### src/rtl/gpio_pkg.sv
package gpio_pkg;

    localparam int DATA_W    = 32;
    localparam int ADDR_W    = 5;
    localparam int MAIN_PINS = 30;
    localparam int AUX_PINS  = 6;
    localparam int ALIASES   = 4;

    // Operation chosen by the offset inside a register's four-address window
    typedef enum logic [1:0] {
        OP_LOAD = 2'd0,
        OP_SET  = 2'd1,
        OP_CLR  = 2'd2,
        OP_FLIP = 2'd3
    } wr_op_e;

    typedef enum logic [2:0] {
        TGT_NONE,
        TGT_MAIN_IN,
        TGT_AUX_IN,
        TGT_MAIN_OUT,
        TGT_MAIN_OE,
        TGT_AUX_OUT,
        TGT_AUX_OE
    } tgt_e;

    typedef struct packed {
        tgt_e   tgt;
        wr_op_e op;
    } decode_t;

    localparam logic [ADDR_W-1:0] A_MAIN_IN  = ADDR_W'(0);
    localparam logic [ADDR_W-1:0] A_AUX_IN   = ADDR_W'(1);
    localparam logic [ADDR_W-1:0] A_MAIN_OUT = ADDR_W'(2);
    localparam logic [ADDR_W-1:0] A_MAIN_OE  = ADDR_W'(6);
    localparam logic [ADDR_W-1:0] A_AUX_OUT  = ADDR_W'(10);
    localparam logic [ADDR_W-1:0] A_AUX_OE   = ADDR_W'(14);

    function automatic logic in_window(input logic [ADDR_W-1:0] a,
                                       input logic [ADDR_W-1:0] base);
        logic [ADDR_W-1:0] offs;
        offs = a - base;
        return (a >= base) && (offs < ADDR_W'(ALIASES));
    endfunction

    function automatic wr_op_e op_of(input logic [ADDR_W-1:0] a,
                                     input logic [ADDR_W-1:0] base);
        logic [ADDR_W-1:0] offs;
        offs = a - base;
        return wr_op_e'(offs[1:0]);
    endfunction

    function automatic decode_t decode(input logic [ADDR_W-1:0] a);
        decode_t d;
        d.tgt = TGT_NONE;
        d.op  = OP_LOAD;
        if (a == A_MAIN_IN) begin
            d.tgt = TGT_MAIN_IN;
        end else if (a == A_AUX_IN) begin
            d.tgt = TGT_AUX_IN;
        end else if (in_window(a, A_MAIN_OUT)) begin
            d.tgt = TGT_MAIN_OUT;
            d.op  = op_of(a, A_MAIN_OUT);
        end else if (in_window(a, A_MAIN_OE)) begin
            d.tgt = TGT_MAIN_OE;
            d.op  = op_of(a, A_MAIN_OE);
        end else if (in_window(a, A_AUX_OUT)) begin
            d.tgt = TGT_AUX_OUT;
            d.op  = op_of(a, A_AUX_OUT);
        end else if (in_window(a, A_AUX_OE)) begin
            d.tgt = TGT_AUX_OE;
            d.op  = op_of(a, A_AUX_OE);
        end
        return d;
    endfunction

endpackage

### src/rtl/gpio_sync2.sv
module gpio_sync2 #(
    parameter int WIDTH = 8
) (
    input  logic             clk,
    input  logic             rst,
    input  logic [WIDTH-1:0] d,
    output logic [WIDTH-1:0] q
);
    logic [WIDTH-1:0] stage1;
    logic [1:0]       age;

    always_ff @(posedge clk) begin
        if (rst) begin
            stage1 <= '0;
            q      <= '0;
        end else begin
            stage1 <= d;
            q      <= stage1;
        end
    end

    // Cycles since reset, saturating, used only to gate the latency check
    always_ff @(posedge clk) begin
        if (rst)            age <= 2'd0;
        else if (age != 2'd2) age <= age + 2'd1;
    end

    p_two_edge_latency_r8: assert property (@(posedge clk) disable iff (rst)
        (age == 2'd2) |-> (q == $past(d, 2)));

endmodule

### src/rtl/gpio_alias_reg.sv
module gpio_alias_reg
    import gpio_pkg::*;
#(
    parameter int WIDTH = 8
) (
    input  logic             clk,
    input  logic             rst,
    input  logic             wr_en,
    input  wr_op_e           op,
    input  logic [WIDTH-1:0] wdata,
    output logic [WIDTH-1:0] q
);
    logic [WIDTH-1:0] nxt;

    always_comb begin
        unique case (op)
            OP_LOAD: nxt = wdata;
            OP_SET:  nxt = q | wdata;
            OP_CLR:  nxt = q & ~wdata;
            OP_FLIP: nxt = q ^ wdata;
            default: nxt = q;
        endcase
    end

    always_ff @(posedge clk) begin
        if (rst)        q <= '0;
        else if (wr_en) q <= nxt;
    end

    p_set_bits_high_r3: assert property (@(posedge clk) disable iff (rst)
        (wr_en && op == OP_SET) |=>
            ((q & $past(wdata)) == $past(wdata)) && ((q & ~$past(wdata)) == ($past(q) & ~$past(wdata))));

    p_clr_bits_low_r4: assert property (@(posedge clk) disable iff (rst)
        (wr_en && op == OP_CLR) |=>
            ((q & $past(wdata)) == '0) && ((q & ~$past(wdata)) == ($past(q) & ~$past(wdata))));

    p_flip_changes_written_r5: assert property (@(posedge clk) disable iff (rst)
        (wr_en && op == OP_FLIP) |=> ((q ^ $past(q)) == $past(wdata)));

    p_hold_when_idle_r10: assert property (@(posedge clk) disable iff (rst)
        !wr_en |=> $stable(q));

endmodule

### src/rtl/gpio_bank_regs.sv
module gpio_bank_regs
    import gpio_pkg::*;
#(
    parameter int MAIN_W = MAIN_PINS,
    parameter int AUX_W  = AUX_PINS
) (
    input  logic              clk,
    input  logic              rst,
    input  logic [ADDR_W-1:0] bus_addr,
    input  logic              bus_we,
    input  logic [DATA_W-1:0] bus_wdata,
    output logic [DATA_W-1:0] bus_rdata,
    input  logic [MAIN_W-1:0] main_pin_in,
    output logic [MAIN_W-1:0] main_pin_out,
    output logic [MAIN_W-1:0] main_pin_oe,
    input  logic [AUX_W-1:0]  aux_pin_in,
    output logic [AUX_W-1:0]  aux_pin_out,
    output logic [AUX_W-1:0]  aux_pin_oe
);
    decode_t dec;
    assign dec = decode(bus_addr);

    logic [MAIN_W-1:0] main_sync;
    logic [AUX_W-1:0]  aux_sync;

    gpio_sync2 #(.WIDTH(MAIN_W)) u_main_sync (
        .clk(clk), .rst(rst), .d(main_pin_in), .q(main_sync));
    gpio_sync2 #(.WIDTH(AUX_W)) u_aux_sync (
        .clk(clk), .rst(rst), .d(aux_pin_in), .q(aux_sync));

    gpio_alias_reg #(.WIDTH(MAIN_W)) u_main_out (
        .clk(clk), .rst(rst),
        .wr_en(bus_we && dec.tgt == TGT_MAIN_OUT), .op(dec.op),
        .wdata(bus_wdata[MAIN_W-1:0]), .q(main_pin_out));
    gpio_alias_reg #(.WIDTH(MAIN_W)) u_main_oe (
        .clk(clk), .rst(rst),
        .wr_en(bus_we && dec.tgt == TGT_MAIN_OE), .op(dec.op),
        .wdata(bus_wdata[MAIN_W-1:0]), .q(main_pin_oe));
    gpio_alias_reg #(.WIDTH(AUX_W)) u_aux_out (
        .clk(clk), .rst(rst),
        .wr_en(bus_we && dec.tgt == TGT_AUX_OUT), .op(dec.op),
        .wdata(bus_wdata[AUX_W-1:0]), .q(aux_pin_out));
    gpio_alias_reg #(.WIDTH(AUX_W)) u_aux_oe (
        .clk(clk), .rst(rst),
        .wr_en(bus_we && dec.tgt == TGT_AUX_OE), .op(dec.op),
        .wdata(bus_wdata[AUX_W-1:0]), .q(aux_pin_oe));

    // Only the load address of a register returns its value
    logic load_slot;
    assign load_slot = (dec.op == OP_LOAD);

    always_comb begin
        bus_rdata = '0;
        unique case (dec.tgt)
            TGT_MAIN_IN:  bus_rdata = DATA_W'(main_sync);
            TGT_AUX_IN:   bus_rdata = DATA_W'(aux_sync);
            TGT_MAIN_OUT: if (load_slot) bus_rdata = DATA_W'(main_pin_out);
            TGT_MAIN_OE:  if (load_slot) bus_rdata = DATA_W'(main_pin_oe);
            TGT_AUX_OUT:  if (load_slot) bus_rdata = DATA_W'(aux_pin_out);
            TGT_AUX_OE:   if (load_slot) bus_rdata = DATA_W'(aux_pin_oe);
            default:      bus_rdata = '0;
        endcase
    end

    p_alias_reads_zero_r6: assert property (@(posedge clk) disable iff (rst)
        (bus_addr >= A_MAIN_OUT && bus_addr < ADDR_W'(18) && bus_addr != A_MAIN_OUT
         && bus_addr != A_MAIN_OE && bus_addr != A_AUX_OUT && bus_addr != A_AUX_OE)
        |-> (bus_rdata == '0));

    p_ro_write_ignored_r7: assert property (@(posedge clk) disable iff (rst)
        (bus_we && bus_addr <= A_AUX_IN) |=>
            ($stable(main_pin_out) && $stable(main_pin_oe) && $stable(aux_pin_out) && $stable(aux_pin_oe)));

    p_aux_upper_zero_r9: assert property (@(posedge clk) disable iff (rst)
        (bus_addr == A_AUX_OUT || bus_addr == A_AUX_OE || bus_addr == A_AUX_IN)
        |-> (bus_rdata[DATA_W-1:AUX_W] == '0));

    p_unmapped_quiet_r11: assert property (@(posedge clk) disable iff (rst)
        (bus_addr >= ADDR_W'(18)) |-> (bus_rdata == '0));

    p_unmapped_write_ignored_r11: assert property (@(posedge clk) disable iff (rst)
        (bus_we && bus_addr >= ADDR_W'(18)) |=>
            ($stable(main_pin_out) && $stable(main_pin_oe) && $stable(aux_pin_out) && $stable(aux_pin_oe)));

endmodule

### config.mk
export PLATFORM = sky130hd
export DESIGN_NAME = gpio_bank_regs
export DESIGN_NICKNAME = d
export VERILOG_FILES = /design/src/rtl/gpio_pkg.sv /design/src/rtl/gpio_sync2.sv /design/src/rtl/gpio_alias_reg.sv /design/src/rtl/gpio_bank_regs.sv
export SDC_FILE = /design/constraint.sdc
export NUM_CORES = 1
export LEC_CHECK = 0
export ABC_AREA = 1
export BUFFER_PORTS_ARGS = -buffer_cell sky130_fd_sc_hd__clkbuf_2
export CORE_MARGIN = 1
export CORE_UTILIZATION = 59
export DETAILED_ROUTE_END_ITERATION = 6
export GPL_TIMING_DRIVEN = 1
export MAX_ROUTING_LAYER = met4
export PLACE_DENSITY = 0.83
export SYNTH_ARGS = -nofsm -noshare
export SYNTH_HDL_FRONTEND = slang
export SYNTH_HIERARCHICAL = 1
export SYNTH_SLANG_ARGS = --single-unit
export TNS_END_PERCENT = 20
### constraint.sdc
create_clock -name clk -period 4.6 [get_ports clk]
set_input_delay 0.46 -clock clk [delete_from_list [all_inputs] [get_ports clk]]
set_output_delay 0.46 -clock clk [all_outputs]
set_load 0.01 [all_outputs]
==> reports/qor.csv, run 1 <==
stage,metric,value,unit
cts,cts_buffers,17,
floorplan,die_width,139,um
synthesis,synth.avg_cell_area,7.05,sq um
route,detailroute.via_count,10600,
placement,place_area,11700,sq um
critical_path,r2r-end,u_aux_out/q[3]$_SDFFE_PP0P_,
grt,grt_pass1_wl,47600,um
cts,cts_tree,built,
timing,rsz0062_at_grt,no,
cts,clk_pin_slew,70,ps
synthesis,ys_ff_latch,144,
job,max-cap-violations,0,
placement,routabilityCongestion,0.914,
grt,antenna_found_initial,0,
route,wl,29700,um
critical_path,critPathRequiredTime,4140,ps
critical_path,critPathKind,in2out,
timing,slew_viol_final,0,
timing,hold_viol,0,
timing,min_period_over_period,72.9,%
timing,clock_skew,8.08,ps
layout,drive_gt1_share,20.5,%
power,vdd_drop_max,0.305,mV
hold_path,holdCritStartpoint,aux_pin_in[4],
cts,postCtsSetupRepairBufs,0,
timing,min_period,3350,ps
placement,placed_cells,1913,
cts,clock-sinks,144,
synthesis,yosysTopAreaCell,dfxtp_1,
floorplan,row_count,49,
power,p_leak,6.13,nW
placement,portBuffers,175,
cts,htree_levels,4,
synthesis,syn_inst,1582,
layout,nets,1926,
placement,hpwlAfterDp,20400,um
cts,cts-hold-fix-buffers,0,
timing,setup_viol,0,
layout,final_cell_mix,"inv_1 (278), nand2_1 (270), nand3_1 (208)",
route,post-route-drc-count,0,
floorplan,fp.dieH,139,um
layout,fin_area,12300,sq um
synthesis,synth.distinct_cells,38,
critical_path,cp_max_fo,42,
timing,setup_tns,0,ps
hold_path,hold_depth,3,
timing,slew_headroom,35.8,%
critical_path,worstPathArrival,2890,ps
critical_path,r2r_start,u_aux_out/q[3]$_SDFFE_PP0P_,
cts,clock_path_buffers,2,
layout,antenna_cells,0,
route,drtPass1Iterations,6,
cts,clock_latency,430,ps
route,ant_nets,0,
grt,grt_use_total,31.5,%
run_status,status,completed,
layout,final_common_cell,inv_1,
route,via_per_inst,5.45,
layout,instances_no_fill,1945,
synthesis,yosysSeqAreaShare,25.9,%
synthesis,synth_top_cell_area_share,25.9,%
critical_path,critPathLaunchType,primary input,
layout,area_growth_syn_to_layout,10.6,%
synthesis,yosys_warnings,6,
power,power.density,289,nW/um^2
synthesis,netlist_area,11200,sq um
grt,grt_overflow,0,
hold_path,min_to,u_aux_sync/stage1[4]$_SDFF_PP0_,
hold_path,hold_path.class,in2reg,
floorplan,ios,180,
timing,worst_pin_slew,962,ps
route,wl_per_cell,15.3,um
floorplan,core,18300,sq um
critical_path,critPathCaptureType,primary output,
critical_path,r2r_slack,3290,ps
floorplan,start_util,61.0,%
floorplan,dieArea,19500,sq um
timing,fmax,298,MHz
cts,cts_resized,0,
cts,clockRootBuffer,clkbuf_16,
route,drt_iter0_drc,1086,
synthesis,yosys-top-cells-area,"dfxtp_1 (26%), ha_1 (16%), inv_1 (9.4%)",
grt,grt_max_degree,72,
critical_path,ff2ff_path_depth,6,
grt,first_global_vias,9412,
-- where the power goes --
group / switching [mW] / internal, mW
clock: 0.662 / 0.729
combinational: 0.558 / 0.261
sequential: 0.0503 / 1.30
-- cell usage after synthesis --
master	instances
a21oi_2	14
ha_1	147
nand2_1	270
bufbuf_8	3
nand4_2	6
nor3_1	3
buf_8	3
nor2_4	4
clkbuf_4	1
buf_6	21
clkinvlp_2	1
dlygate4sd3_1	1
nand2_4	2
buf_12	4
nor3_2	1
nor2_1	160
inv_4	2
o21ai_4	1
nor2_2	13
a21oi_1	114
o21ai_0	20
dfxtp_1	144
clkbuf_1	15
inv_2	11
conb_1	1
nand2_2	5
nand3b_1	5
o21bai_1	14
nand3_4	1
nor2_8	1
buf_4	15
dlygate4sd1_1	1
or2_1	2
nand4_1	1
nand3_2	64
nand3_1	208
buf_2	25
inv_1	278
-- cells by family after synthesis --
logic type | share of synthesized area [%]
other | 0.0336
buffers and inverters | 16.5
adders and majority gates | 16.5
and+or+nand+nor | 32.9
AOI/OAI and AO/OA | 8.20
DFF | 25.9
-- sequential cells by signal (all words and copies together), names as in the netlist --
register,cells
u_aux_sync/stage1,6
u_main_sync/stage1,30
u_aux_sync/q,6
u_aux_oe/q,6
u_main_oe/q,30
u_main_out/q,30
u_main_sync/q,30
u_aux_out/q,6
-- metal layers --
layer	track usage, %	wire (um)
met3	5.71	2680
met1	40.9	12700
met4	15.0	973
met2	47.4	13400
met5	-	0
-- metrics by stage --
step	hold slack (ps)	utilization (%)	setup WS [ps]	power (mW)
3_5_place_dp	394	64.3	1010	2.18
6_report	214	67.5	1250	3.56
2_1_floorplan	388	-	1830	2.02
5_1_grt	212	67.5	1100	3.71
3_3_place_gp	391	64.3	1130	2.14
4_1_cts	200	67.5	1310	3.55
-- how the worst max path moves through the flow --
stage | startpoint | endpoint
2_1_floorplan | bus_addr[2] | u_main_oe/q[3]$_SDFFE_PP0P_
3_3_place_gp | bus_addr[1] | u_main_oe/q[18]$_SDFFE_PP0P_
3_5_place_dp | bus_addr[1] | u_main_oe/q[6]$_SDFFE_PP0P_
4_1_cts | bus_addr[4] | bus_rdata[25]
5_1_grt | bus_addr[4] | bus_rdata[29]
6_report | bus_addr[4] | bus_rdata[25]
-- area by class of cell --
class                      instances  area [sq um]
sequential                       144          2880
timing repair buffer             190          1020
clock buffer                      17           425
fill                            1576          5940
inverter                         292          1100
multi-input combinational       1058          6460
clock inverter                    15           163
tap                              229           287
-- worst max-delay path, stage by stage --
cell and delay, ps:
clkbuf_2 120, inv_1 170, nand3_1 150, nand2_1 170
clkinvlp_2 160, o21ai_4 750, buf_12 330, nand3_1 260
nand3_2 150, clkbuf_2 150
Power figures use the tool's default switching activity.
==> run 2, diff against run 1 <==
Settings changed: CORE_UTILIZATION 59 to 58, PLACE_DENSITY 0.83 to 0.82.
Clock period 4.6 ns to 3.4 ns, I/O delays scaled along.
==> reports/qor.csv, run 2 (synthesis gave the netlist of run 1 again) <==
stage,metric,value,unit
cts,htree_levels,4,
critical_path,worstPathArrival,2560,ps
critical_path,r2r-end,u_main_out/q[28]$_SDFFE_PP0P_,
floorplan,fp.dieH,141,um
cts,clock-sinks,144,
cts,postCtsSetupRepairBufs,0,
layout,final_cell_mix,"inv_1 (278), nand2_1 (270), nand3_1 (208)",
timing,setup_tns,0,ps
hold_path,holdCritStartpoint,main_pin_in[2],
timing,slew_headroom,37.6,%
floorplan,core,18800,sq um
timing,fmax,344,MHz
placement,routabilityCongestion,0.923,
layout,fin_area,12400,sq um
timing,rsz0062_at_grt,no,
cts,clockRootBuffer,clkbuf_16,
critical_path,crit_cells,10,
layout,final_common_cell,inv_1,
cts,clock_path_buffers,2,
grt,met1_usage,39.1,%
critical_path,crit_chain,clkbuf_2 > inv_1 > nand3_1 > nand2_1 > clkinvlp_2 > o21ai_4 > buf_12 > nand3_1 > nand3_2 > clkbuf_2,
cts,cts_buffers,17,
cts,clk_pin_slew,70,ps
power,power.density,391,nW/um^2
grt,grtUsageMet2,46.3,%
route,drtPass1Iterations,5,
floorplan,ios,180,
grt,antenna_found_initial,0,
critical_path,critPathLaunchType,primary input,
floorplan,dieArea,19800,sq um
grt,grt_overflow,0,
floorplan,row_count,50,
hold_path,hold_depth,3,
route,drt_iter0_drc,871,
cts,cts_resized,0,
grt,top_usage_layer,met2,
critical_path,cpPeakStageDelay,720,ps
floorplan,start_util,59.4,%
placement,portBuffers,175,
critical_path,cp.buffers_inverters,5,
grt,grt_max_degree,62,
floorplan,die_width,141,um
critical_path,r2r_slack,2090,ps
hold_path,hold_path.class,in2reg,
route,via_per_inst,5.37,
power,p_leak,6.19,nW
timing,worst_pin_slew,934,ps
timing,slew_viol_final,0,
timing,min_period,2900,ps
critical_path,r2r_start,u_main_out/q[28]$_SDFFE_PP0P_,
timing,hold_viol,0,
critical_path,critPathKind,in2out,
layout,area_growth_syn_to_layout,11.5,%
job,max-cap-violations,0,
route,post-route-drc-count,0,
placement,hpwlAfterDp,20800,um
timing,clock_skew,6.78,ps
critical_path,cp_top_family,buffers and inverters,
run_status,status,completed,
route,wl_per_cell,15.0,um
grt,grt_pass1_wl,46500,um
cts,cts-hold-fix-buffers,0,
route,detailroute.via_count,10500,
grt,grt_use_total,30.5,%
layout,nets,1936,
layout,antenna_cells,0,
critical_path,cp_slowest_cell,o21ai_4,
critical_path,cp_max_fo,31,
power,vdd_drop_max,0.381,mV
timing,setup_viol,0,
layout,drive_gt1_share,20.9,%
critical_path,ff2ff_path_depth,6,
hold_path,min_to,u_main_sync/stage1[2]$_SDFF_PP0_,
grt,first_global_vias,9294,
cts,cts_tree,built,
route,ant_nets,0,
cts,clock_latency,430,ps
critical_path,critPathRequiredTime,3060,ps
placement,place_area,11800,sq um
timing,timing.hold.ws,92.4,ps
timing,min_period_over_period,85.4,%
grt,grt_use_met3,5.88,%
critical_path,critPathCaptureType,primary output,
route,wl,29400,um
run 2: power breakdown:
group,switching (mW),internal [mW]
clock network,0.855,1.05
logic,0.752,0.374
registers,0.0687,1.76
total,1.68,3.18
run 2: layout make-up:
type	count	area, sq um
inverters	292	1100
well taps	234	293
flip-flops and latches	144	2880
fillers	1658	6340
repair buffers	200	1100
multi-input cells	1058	6460
clock buffers	17	425
clock inverters	15	164
run 2: per-layer routing:
| layer | share of wire [%] | routed length (um) |
|---|---|---|
| met5 | 0 | 0 |
| met4 | 3.2 | 933 |
| met3 | 8.7 | 2570 |
| met2 | 44 | 13000 |
| met1 | 44 | 12900 |
run 2: worst reg2reg max path, delay by kind of cell, from the launching register on:
| kind | cells | cell delay [ps] |
|---|---|---|
| flops | 1 | 480 |
| fa+ha+maj | 1 | 300 |
| simple gates | 3 | 230 |
| buf+inv | 1 | 90 |
| compound gates | 1 | 60 |
run 2: worst max-delay path by stage:
stage / startpoint / endpoint
2_1_floorplan: bus_addr[2] / u_main_oe/q[3]$_SDFFE_PP0P_
3_3_place_gp: bus_addr[1] / u_main_out/q[2]$_SDFFE_PP0P_
3_5_place_dp: bus_addr[1] / u_main_out/q[28]$_SDFFE_PP0P_
4_1_cts: bus_addr[4] / bus_rdata[5]
5_1_grt: bus_addr[4] / bus_rdata[5]
6_report: bus_addr[4] / bus_rdata[22]
run 2: stage by stage:
stage	worst slack (ps)	total power [mW]	std cells	util, %
floorplan	748	2.74	1583	-
finish	496	4.86	1960	66.2
CTS	512	4.87	1960	66.2
detailed placement	157	2.97	1928	63.1
global placement	227	2.93	1928	63.1
global route	299	5.08	1960	66.2
